$ cat src/rtl/mcCtrlPkg.sv
package mcCtrlPkg;

  typedef enum logic [3:0] {
    ST_FETCH   = 4'd0,
    ST_DECODE  = 4'd1,
    ST_MEMADDR = 4'd2,
    ST_LDREAD  = 4'd3,
    ST_LDBACK  = 4'd4,
    ST_STWRITE = 4'd5,
    ST_REXEC   = 4'd6,
    ST_RDONE   = 4'd7,
    ST_BREXEC  = 4'd8,
    ST_JUMP    = 4'd9
  } seqState_e;

  typedef enum logic [2:0] {
    OC_RTYPE,
    OC_LOAD,
    OC_STORE,
    OC_BEQ,
    OC_JUMP,
    OC_OTHER
  } opClass_e;

  typedef struct packed {
    logic       addrFromData;
    logic       memRdEn;
    logic       memWrEn;
    logic       instrLoad;
    logic       aluSrcA;
    logic [1:0] aluSrcB;
    logic [1:0] aluMode;
    logic       pcLoad;
    logic       pcLoadIfZero;
    logic [1:0] pcSel;
    logic       regWrEn;
    logic       dstFromRd;
    logic       wbFromMem;
  } ctrlStrobes_t;

  localparam logic [1:0] SRCB_REG   = 2'd0;
  localparam logic [1:0] SRCB_FOUR  = 2'd1;
  localparam logic [1:0] SRCB_IMM   = 2'd2;
  localparam logic [1:0] SRCB_SHIMM = 2'd3;

  localparam logic [1:0] MODE_ADD   = 2'd0;
  localparam logic [1:0] MODE_SUB   = 2'd1;
  localparam logic [1:0] MODE_FUNCT = 2'd2;

  localparam logic [1:0] PCS_ALU    = 2'd0;
  localparam logic [1:0] PCS_ALUREG = 2'd1;
  localparam logic [1:0] PCS_JUMP   = 2'd2;

endpackage

$ cat src/rtl/seqOpClassify.sv
module seqOpClassify
  import mcCtrlPkg::*;
#(
  parameter int OPCODE_W = 6,
  parameter logic [OPCODE_W-1:0] OP_RTYPE = 'h00,
  parameter logic [OPCODE_W-1:0] OP_LOAD  = 'h23,
  parameter logic [OPCODE_W-1:0] OP_STORE = 'h2B,
  parameter logic [OPCODE_W-1:0] OP_BEQ   = 'h04,
  parameter logic [OPCODE_W-1:0] OP_JUMP  = 'h02
) (
  input  logic [OPCODE_W-1:0] opcode,
  output opClass_e            opClass
);

  always_comb begin
    if (opcode == OP_RTYPE)      opClass = OC_RTYPE;
    else if (opcode == OP_LOAD)  opClass = OC_LOAD;
    else if (opcode == OP_STORE) opClass = OC_STORE;
    else if (opcode == OP_BEQ)   opClass = OC_BEQ;
    else if (opcode == OP_JUMP)  opClass = OC_JUMP;
    else                         opClass = OC_OTHER;
  end

endmodule

$ cat src/rtl/seqStateReg.sv
module seqStateReg
  import mcCtrlPkg::*;
(
  input  logic      clk,
  input  logic      rst,
  input  opClass_e  opClass,
  output seqState_e curState
);

  seqState_e nxtState;

  always_comb begin
    nxtState = ST_FETCH;
    unique case (curState)
      ST_FETCH:  nxtState = ST_DECODE;
      ST_DECODE: begin
        unique case (opClass)
          OC_RTYPE: nxtState = ST_REXEC;
          OC_LOAD,
          OC_STORE: nxtState = ST_MEMADDR;
          OC_BEQ:   nxtState = ST_BREXEC;
          OC_JUMP:  nxtState = ST_JUMP;
          default:  nxtState = ST_FETCH;
        endcase
      end
      ST_MEMADDR: nxtState = (opClass == OC_STORE) ? ST_STWRITE : ST_LDREAD;
      ST_LDREAD:  nxtState = ST_LDBACK;
      ST_REXEC:   nxtState = ST_RDONE;
      default:    nxtState = ST_FETCH;
    endcase
  end

  always_ff @(posedge clk) begin
    if (rst) curState <= ST_FETCH;
    else     curState <= nxtState;
  end

endmodule

$ cat src/rtl/seqStrobeDecode.sv
module seqStrobeDecode
  import mcCtrlPkg::*;
(
  input  seqState_e    curState,
  output ctrlStrobes_t strobes
);

  always_comb begin
    strobes = '0;
    unique case (curState)
      ST_FETCH: begin
        strobes.memRdEn   = 1'b1;
        strobes.instrLoad = 1'b1;
        strobes.aluSrcB   = SRCB_FOUR;
        strobes.aluMode   = MODE_ADD;
        strobes.pcLoad    = 1'b1;
        strobes.pcSel     = PCS_ALU;
      end
      ST_DECODE: begin
        strobes.aluSrcB = SRCB_SHIMM;
        strobes.aluMode = MODE_ADD;
      end
      ST_MEMADDR: begin
        strobes.aluSrcA = 1'b1;
        strobes.aluSrcB = SRCB_IMM;
        strobes.aluMode = MODE_ADD;
      end
      ST_LDREAD: begin
        strobes.memRdEn      = 1'b1;
        strobes.addrFromData = 1'b1;
      end
      ST_LDBACK: begin
        strobes.regWrEn   = 1'b1;
        strobes.wbFromMem = 1'b1;
      end
      ST_STWRITE: begin
        strobes.memWrEn      = 1'b1;
        strobes.addrFromData = 1'b1;
      end
      ST_REXEC: begin
        strobes.aluSrcA = 1'b1;
        strobes.aluSrcB = SRCB_REG;
        strobes.aluMode = MODE_FUNCT;
      end
      ST_RDONE: begin
        strobes.regWrEn   = 1'b1;
        strobes.dstFromRd = 1'b1;
      end
      ST_BREXEC: begin
        strobes.aluSrcA      = 1'b1;
        strobes.aluSrcB      = SRCB_REG;
        strobes.aluMode      = MODE_SUB;
        strobes.pcLoadIfZero = 1'b1;
        strobes.pcSel        = PCS_ALUREG;
      end
      ST_JUMP: begin
        strobes.pcLoad = 1'b1;
        strobes.pcSel  = PCS_JUMP;
      end
      default: strobes = '0;
    endcase
  end

endmodule

$ cat src/rtl/mcSequencer.sv
module mcSequencer
  import mcCtrlPkg::*;
#(
  parameter int OPCODE_W = 6,
  parameter logic [OPCODE_W-1:0] OP_RTYPE = 'h00,
  parameter logic [OPCODE_W-1:0] OP_LOAD  = 'h23,
  parameter logic [OPCODE_W-1:0] OP_STORE = 'h2B,
  parameter logic [OPCODE_W-1:0] OP_BEQ   = 'h04,
  parameter logic [OPCODE_W-1:0] OP_JUMP  = 'h02
) (
  input  logic                clk,
  input  logic                rst,
  input  logic [OPCODE_W-1:0] opcode,
  output logic                addrFromData,
  output logic                memRdEn,
  output logic                memWrEn,
  output logic                instrLoad,
  output logic                aluSrcA,
  output logic [1:0]          aluSrcB,
  output logic [1:0]          aluMode,
  output logic                pcLoad,
  output logic                pcLoadIfZero,
  output logic [1:0]          pcSel,
  output logic                regWrEn,
  output logic                dstFromRd,
  output logic                wbFromMem
);

  opClass_e     opClass;
  seqState_e    curState;
  ctrlStrobes_t strobes;

  seqOpClassify #(
    .OPCODE_W(OPCODE_W),
    .OP_RTYPE(OP_RTYPE),
    .OP_LOAD (OP_LOAD),
    .OP_STORE(OP_STORE),
    .OP_BEQ  (OP_BEQ),
    .OP_JUMP (OP_JUMP)
  ) i_classify (
    .opcode (opcode),
    .opClass(opClass)
  );

  seqStateReg i_stateReg (
    .clk     (clk),
    .rst     (rst),
    .opClass (opClass),
    .curState(curState)
  );

  seqStrobeDecode i_strobeDecode (
    .curState(curState),
    .strobes (strobes)
  );

  assign addrFromData = strobes.addrFromData;
  assign memRdEn      = strobes.memRdEn;
  assign memWrEn      = strobes.memWrEn;
  assign instrLoad    = strobes.instrLoad;
  assign aluSrcA      = strobes.aluSrcA;
  assign aluSrcB      = strobes.aluSrcB;
  assign aluMode      = strobes.aluMode;
  assign pcLoad       = strobes.pcLoad;
  assign pcLoadIfZero = strobes.pcLoadIfZero;
  assign pcSel        = strobes.pcSel;
  assign regWrEn      = strobes.regWrEn;
  assign dstFromRd    = strobes.dstFromRd;
  assign wbFromMem    = strobes.wbFromMem;

endmodule

$ cat config.mk
export PLATFORM = sky130hd
export DESIGN_NAME = mcSequencer
export DESIGN_NICKNAME = d
export VERILOG_FILES = /design/src/rtl/mcCtrlPkg.sv /design/src/rtl/seqOpClassify.sv /design/src/rtl/seqStateReg.sv /design/src/rtl/seqStrobeDecode.sv /design/src/rtl/mcSequencer.sv
export SDC_FILE = /design/constraint.sdc
export NUM_CORES = 1
export LEC_CHECK = 0
export BUFFER_PORTS_ARGS = -buffer_cell sky130_fd_sc_hd__clkbuf_2
export CORE_AREA = 2 2 39 41
export CTS_CLUSTER_SIZE = 12
export DETAILED_ROUTE_END_ITERATION = 12
export DIE_AREA = 0 0 41 43
export MAX_ROUTING_LAYER = met4
export PLACE_DENSITY = 0.68
export SYNTH_ARGS = -nofsm -noshare
export SYNTH_HDL_FRONTEND = slang
export SYNTH_HIERARCHICAL = 1
export SYNTH_SLANG_ARGS = --single-unit
$ cat constraint.sdc
create_clock -name clk -period 6.4 [get_ports clk]
set_input_delay 1.28 -clock clk [delete_from_list [all_inputs] [get_ports clk]]
set_output_delay 1.28 -clock clk [all_outputs]
set_load 0.03 [all_outputs]
# Word level (Yosys, flattened, before mapping)
# Cells that the tools add are included.
# word_totals
regBits	4
input_bits	8
output_inout_bits	16
word_cells	47
# classes
eq_ne	17
n_mux	20
reduce_logical	9
# op_table
op	count
4-bit one-hot mux with 5 select lines	2
4-bit by 3-bit equality test with 1-bit output, second input constant	4
4-bit one-hot mux with 4 select lines	1
3-bit two-way mux	5
6-bit equality test, second input constant	2
1-bit two-way mux	11
2-bit OR reduction	5
4-bit by 2-bit equality test with 1-bit output, second input constant	2
4-bit equality test, second input constant	2
3-bit by 2-bit equality test with 1-bit output, second input constant	2
6-bit by 2-bit equality test with 1-bit output, second input constant	1
6-bit by 3-bit equality test with 1-bit output, second input constant	1
6-bit logical NOT	1
4-bit by 1-bit equality test with 1-bit output, second input constant	1
4-bit logical NOT	1
2-bit one-hot mux with 2 select lines	1
3-bit by 1-bit equality test with 1-bit output, second input constant	1
3-bit equality test, second input constant	1
3-bit logical NOT	1
3-bit OR reduction	1

# Logic depth before layout (Yosys ltp)
# depth
word_depth	10
ltp_mapped	5
ltp_nobuf	5

# By module
# Netlist, hierarchy kept.
# by_module_without_submodules
module	n_inst	cells_per_inst	area_per_inst_um2	seq_area_each_um2
seqStateReg	1	27	234.0	80.1
seqStrobeDecode	1	25	205.2	0.0
seqOpClassify	1	9	76.3	0.0

# Worst setup path after synthesis
# OpenSTA, ideal clock, no wires.
# synth_path
path_kind	input to register
startpoint	in opcode[5]
endpoint	reg i_stateReg.curState[1]
setup_time_ns	0.074
arrival_time_ns	2.943
t_required_ns	6.326
setup_slack_ns	3.383
stages	5
n_path_buf	0
cell_sequence	or4_4 a21o_2 or4b_1 a211o_1 a31oi_1
# synth_between
elab_cells_between_ends	19
classes_between	eq/ne: 8; mux: 8; reduce/logical: 3
# synth_rtl
element	line	source
start: declaration	mcSequencer.sv:13	input logic [OPCODE_W-1:0] opcode,
6-bit by 3-bit equality test with 1-bit output	seqOpClassify.sv:19	else if (opcode == OP_BEQ) opClass = OC_BEQ;
3-bit two-way mux	seqOpClassify.sv:19	
3-bit two-way mux	seqOpClassify.sv:18	else if (opcode == OP_STORE) opClass = OC_STORE;
3-bit two-way mux	seqOpClassify.sv:17	else if (opcode == OP_LOAD) opClass = OC_LOAD;
3-bit two-way mux (*)	seqOpClassify.sv:16	if (opcode == OP_RTYPE) opClass = OC_RTYPE;
net opClass[2]	mcSequencer.sv:29	opClass_e opClass;
3-bit by 1-bit equality test with 1-bit output / 3-bit by 2-bit equality test with 1-bit output (equally long branches)	seqStateReg.sv:17, seqStateReg.sv:26	
2-bit OR reduction	seqStateReg.sv:17	unique case (opClass)
4-bit one-hot mux with 4 select lines	seqStateReg.sv:17	
4-bit one-hot mux with 5 select lines (*)	seqStateReg.sv:14	unique case (curState)
end signal: assignment	seqStateReg.sv:35	else curState <= nxtState;
end: declaration	seqStateReg.sv:7	output seqState_e curState
# Mark *: on every way through the listed nets, which the timed path passes. The rest lies on a longest branch.
# A chain may end at the register's enable or synchronous reset.

# Worst setup path after layout
# layout_path
startpoint	reg i_stateReg.curState[2]
endpoint	out aluMode[1]
# layout_between
elab_chain_cells	2
elab_cells_between_ends	6
classes_between	eq/ne: 4; mux: 1; reduce/logical: 1
# layout_lines
element	line	source
4-bit equality test, or another cell as far along	seqStrobeDecode.sv:10	unique case (curState)
4-bit one-hot mux with 5 select lines (*)	seqStrobeDecode.sv:10	
end: declaration	mcSequencer.sv:20	output logic [1:0] aluMode,
# Mark *: on every way between the ends. The rest lies on a longest branch, timed or not.

==> flow_summary.yaml <==
worst_setup_path:
  path_delay_family: "flip-flops"
  arrival_ns: 1.68
  crit_chain: "nand2b_1 > nor3b_1 > clkbuf_2"
  endpoint_kind: "output pin"
  path_buf_inv: 1
  crit_required_ns: 5.12
  cpPeakStageDelay_ns: 0.76
  crit_type: "flip-flop to output pin"
  critPathLaunchType: "flip-flop"
  cp_max_fo: 18
  cp_slowest_cell: "dfxtp_1"
die:
  dieHeight_um: 43
  ioPinCount: 24
  die_width_um: 41
  die_area_sq_um: 1763
  start_util_pct: 37.25
  rows: 14
  core-area_sq_um: 1384
layout:
  regMostFlops: "i_stateReg/curState"
  antenna_cells: 0
  largest_register_ffs: 4
  areaGrowthSynthToFinish_pct: 25.00
  reg.largest.list: "i_stateReg/curState x4"
  fill_cells: 142
  finalNetCount: 93
  drive_above_1_share_pct: 42.17
power_and_ir_drop:
  p_leak_uw: 0.0002821
  ir_worst_vdd_v: 0.00008393
  p_per_area_nw_per_um2: 125.1
clocking:
  insertion_delay_ns: 0.23
  postCtsSetupRepairBufs: 0
  numCtsBuffers: 3
  clk_pin_slew_ns: 0.04
  clock_sinks: 4
  cts_buffer_depth: 2
  clockRootBuffer: "clkbuf_4"
  cts_hold_buf: 0
  cts_repair_resize_count: 0
  ctsHtreeMaxLevel: 1
  cts_tree: "built"
synth:
  synth_compound_area_share_pct: 17.23
  syn-cell-area_sq_um: 515.5
  ys_seq_elements: 4
  synthMuxAreaShare_pct: 0
  synth_xor_area_share_pct: 6.796
  synth_top_family_by_area: "simple AND/OR/NAND/NOR gates"
  ys_types: 36
  synth_fp_nets: 69
  syn_area_per_cell_sq_um: 8.451
  yosys.area_share.simple_pct: 54.13
  synth_fa_ha_area_share_pct: 0
  synthCells: 61
  synth_seq_area_share_pct: 15.53
  ys_warn_count: 6
outcome:
  status: "finished clean"
global_route:
  grt_usage_pct: 12.96
  grt_overflow: 0
  grt_pass1_vias: 429
  grt_start_max_net_pins: 20
  grt_first_pass_wirelength_um: 1628
  antenna_found_initial: 0
sta:
  fin_crit_ns: 2.963
  tns_ns: 0
  hold_violations: 0
  rsz0062_at_grt: "no"
  tightest_slew_ns: 0.6922
  fin_crit_sh_pct: 46.30
  finClkSkew_ns: 0.001576
  slew_headroom_pct: 53.79
  holdWs_ns: 0.7953
  maxSlewViolCount: 0
  fmax_ghz: 0.3375
  setup-violations-final: 0
route:
  remaining_drc_errors: 0
  drtIter0Drc: 13
  dr.pass1.iters: 5
  vias: 561
  ant_nets: 0
  wl_per_cell_um: 11.52
  vias_per_cell: 5.667
  finalWirelength_um: 1140
worst_hold_path:
  hold_class: "flip-flop to flip-flop"
placement:
  dp_hpwl_um: 800.2
  gp_congestion: 0.8036
  port_buffers: 23
run:
  cap_violations: 0
worst reg2reg max path: cells and delay by family (launching register included):
kind             cells  cell delay, ns
AO/OA/AOI/OAI        1            0.19
flip-flops           1            0.73
AND/OR/NAND/NOR      2            0.74
synth_stat cells, drive strengths merged:
| cell | number | area share [%] |
|---|---|---|
| buf | 4 | 5.6 |
| nand4 | 1 | 1.2 |
| a31oi | 2 | 2.4 |
| o21bai | 1 | 1.5 |
| and3b | 1 | 1.9 |
| xor2 | 3 | 5.1 |
| nor3b | 6 | 9.7 |
| a21o | 2 | 3.2 |
| o32ai | 1 | 3.2 |
| a21oi | 2 | 1.9 |
| nor4b | 4 | 10 |
| or2b | 1 | 1.5 |
| nand4b | 1 | 1.7 |
| or4b | 1 | 1.9 |
| nor2b | 1 | 1.2 |
| inv | 1 | 0.73 |
| a211o | 3 | 5.1 |
| or3 | 2 | 2.7 |
| xnor2 | 1 | 1.7 |
| nor2 | 4 | 2.9 |
| or4 | 1 | 2.2 |
| nand2 | 2 | 1.5 |
| nor3 | 4 | 3.9 |
| and4b | 1 | 1.9 |
| nor4 | 1 | 1.2 |
| nand3 | 2 | 1.9 |
| nand2b | 2 | 2.4 |
| nand3b | 1 | 1.5 |
| and4bb | 1 | 2.4 |
| dfxtp | 4 | 16 |
layer usage:
| layer | vias to the layer above | wire [um] | share of wire (%) | global-route usage [%] |
|---|---|---|---|---|
| met5 | - | 0 | 0 | - |
| met4 | 0 | 0 | 0 | 5.333 |
| met3 | 0 | 86 | 7.5 | 1.571 |
| met2 | 25 | 515 | 45 | 20.94 |
| met1 | 252 | 539 | 47 | 15.43 |
| li1 | 284 | - | - | - |
kinds of logic (layout without fill, tap and decap cells):
family / Yosys count / in the layout
xor+xnor: 4 / 4
buf+inv: 5 / 27
compound gates: 11 / 11
simple gates: 37 / 37
flops: 4 / 4
through the flow:
stage	total power (uW)	std cells	utilization (%)	worst slack (ns)	cell area [sq um]
finish	80.59	99	46.56	3.437	644.4
global route	86.18	99	46.56	3.307	644.4
CTS	81.64	99	46.56	3.433	644.4
detailed placement	51.03	96	44.94	3.212	621.8
global placement	50.62	96	44.94	3.242	621.8
floorplan	43.82	61	-	3.383	515.5
layout by cell type (no fill, tap or decap), drive strengths merged, types with 2 or more instances in the layout:
master / netlist / final
xor2: 3 / 3
nand3: 2 / 2
a211o: 3 / 3
a21oi: 2 / 2
clkbuf: 0 / 26
nand2b: 2 / 2
dfxtp: 4 / 4
nand2: 2 / 2
nor3b: 6 / 6
nor2: 4 / 4
a31oi: 2 / 2
or3: 2 / 2
a21o: 2 / 2
nor4b: 4 / 4
nor3: 4 / 4
report_power, final:
part / internal (uW) / leakage [uW] / total [uW] / switching, uW
clock: 20.9 / 0.0000138 / 29.9 / 9.04
sequential: 25.8 / 0.0000326 / 29.3 / 3.50
combinational: 8.59 / 0.000236 / 21.4 / 12.8
cell type report:
type	instances	area [sq um]	share of cell area, %
Tap cell	16	20.02	3.107
Multi-Input combinational cell	52	402.9	62.52
Clock buffer	3	22.52	3.495
Sequential cell	4	80.08	12.43
Timing Repair Buffer	23	115.1	17.86
Inverter	1	3.754	0.5825
final timing paths:
kind                          start                      to  slack [ns]  cells past startpoint
max reg2reg  i_stateReg/curState[0]  i_stateReg/curState[0]        4.66                      3
min reg2reg  i_stateReg/curState[0]  i_stateReg/curState[0]        0.80                      1
max          i_stateReg/curState[2]              aluMode[1]        3.44                      3
min          i_stateReg/curState[0]  i_stateReg/curState[0]        0.80                      1
Note: power is estimated with default switching activity, not from simulation.
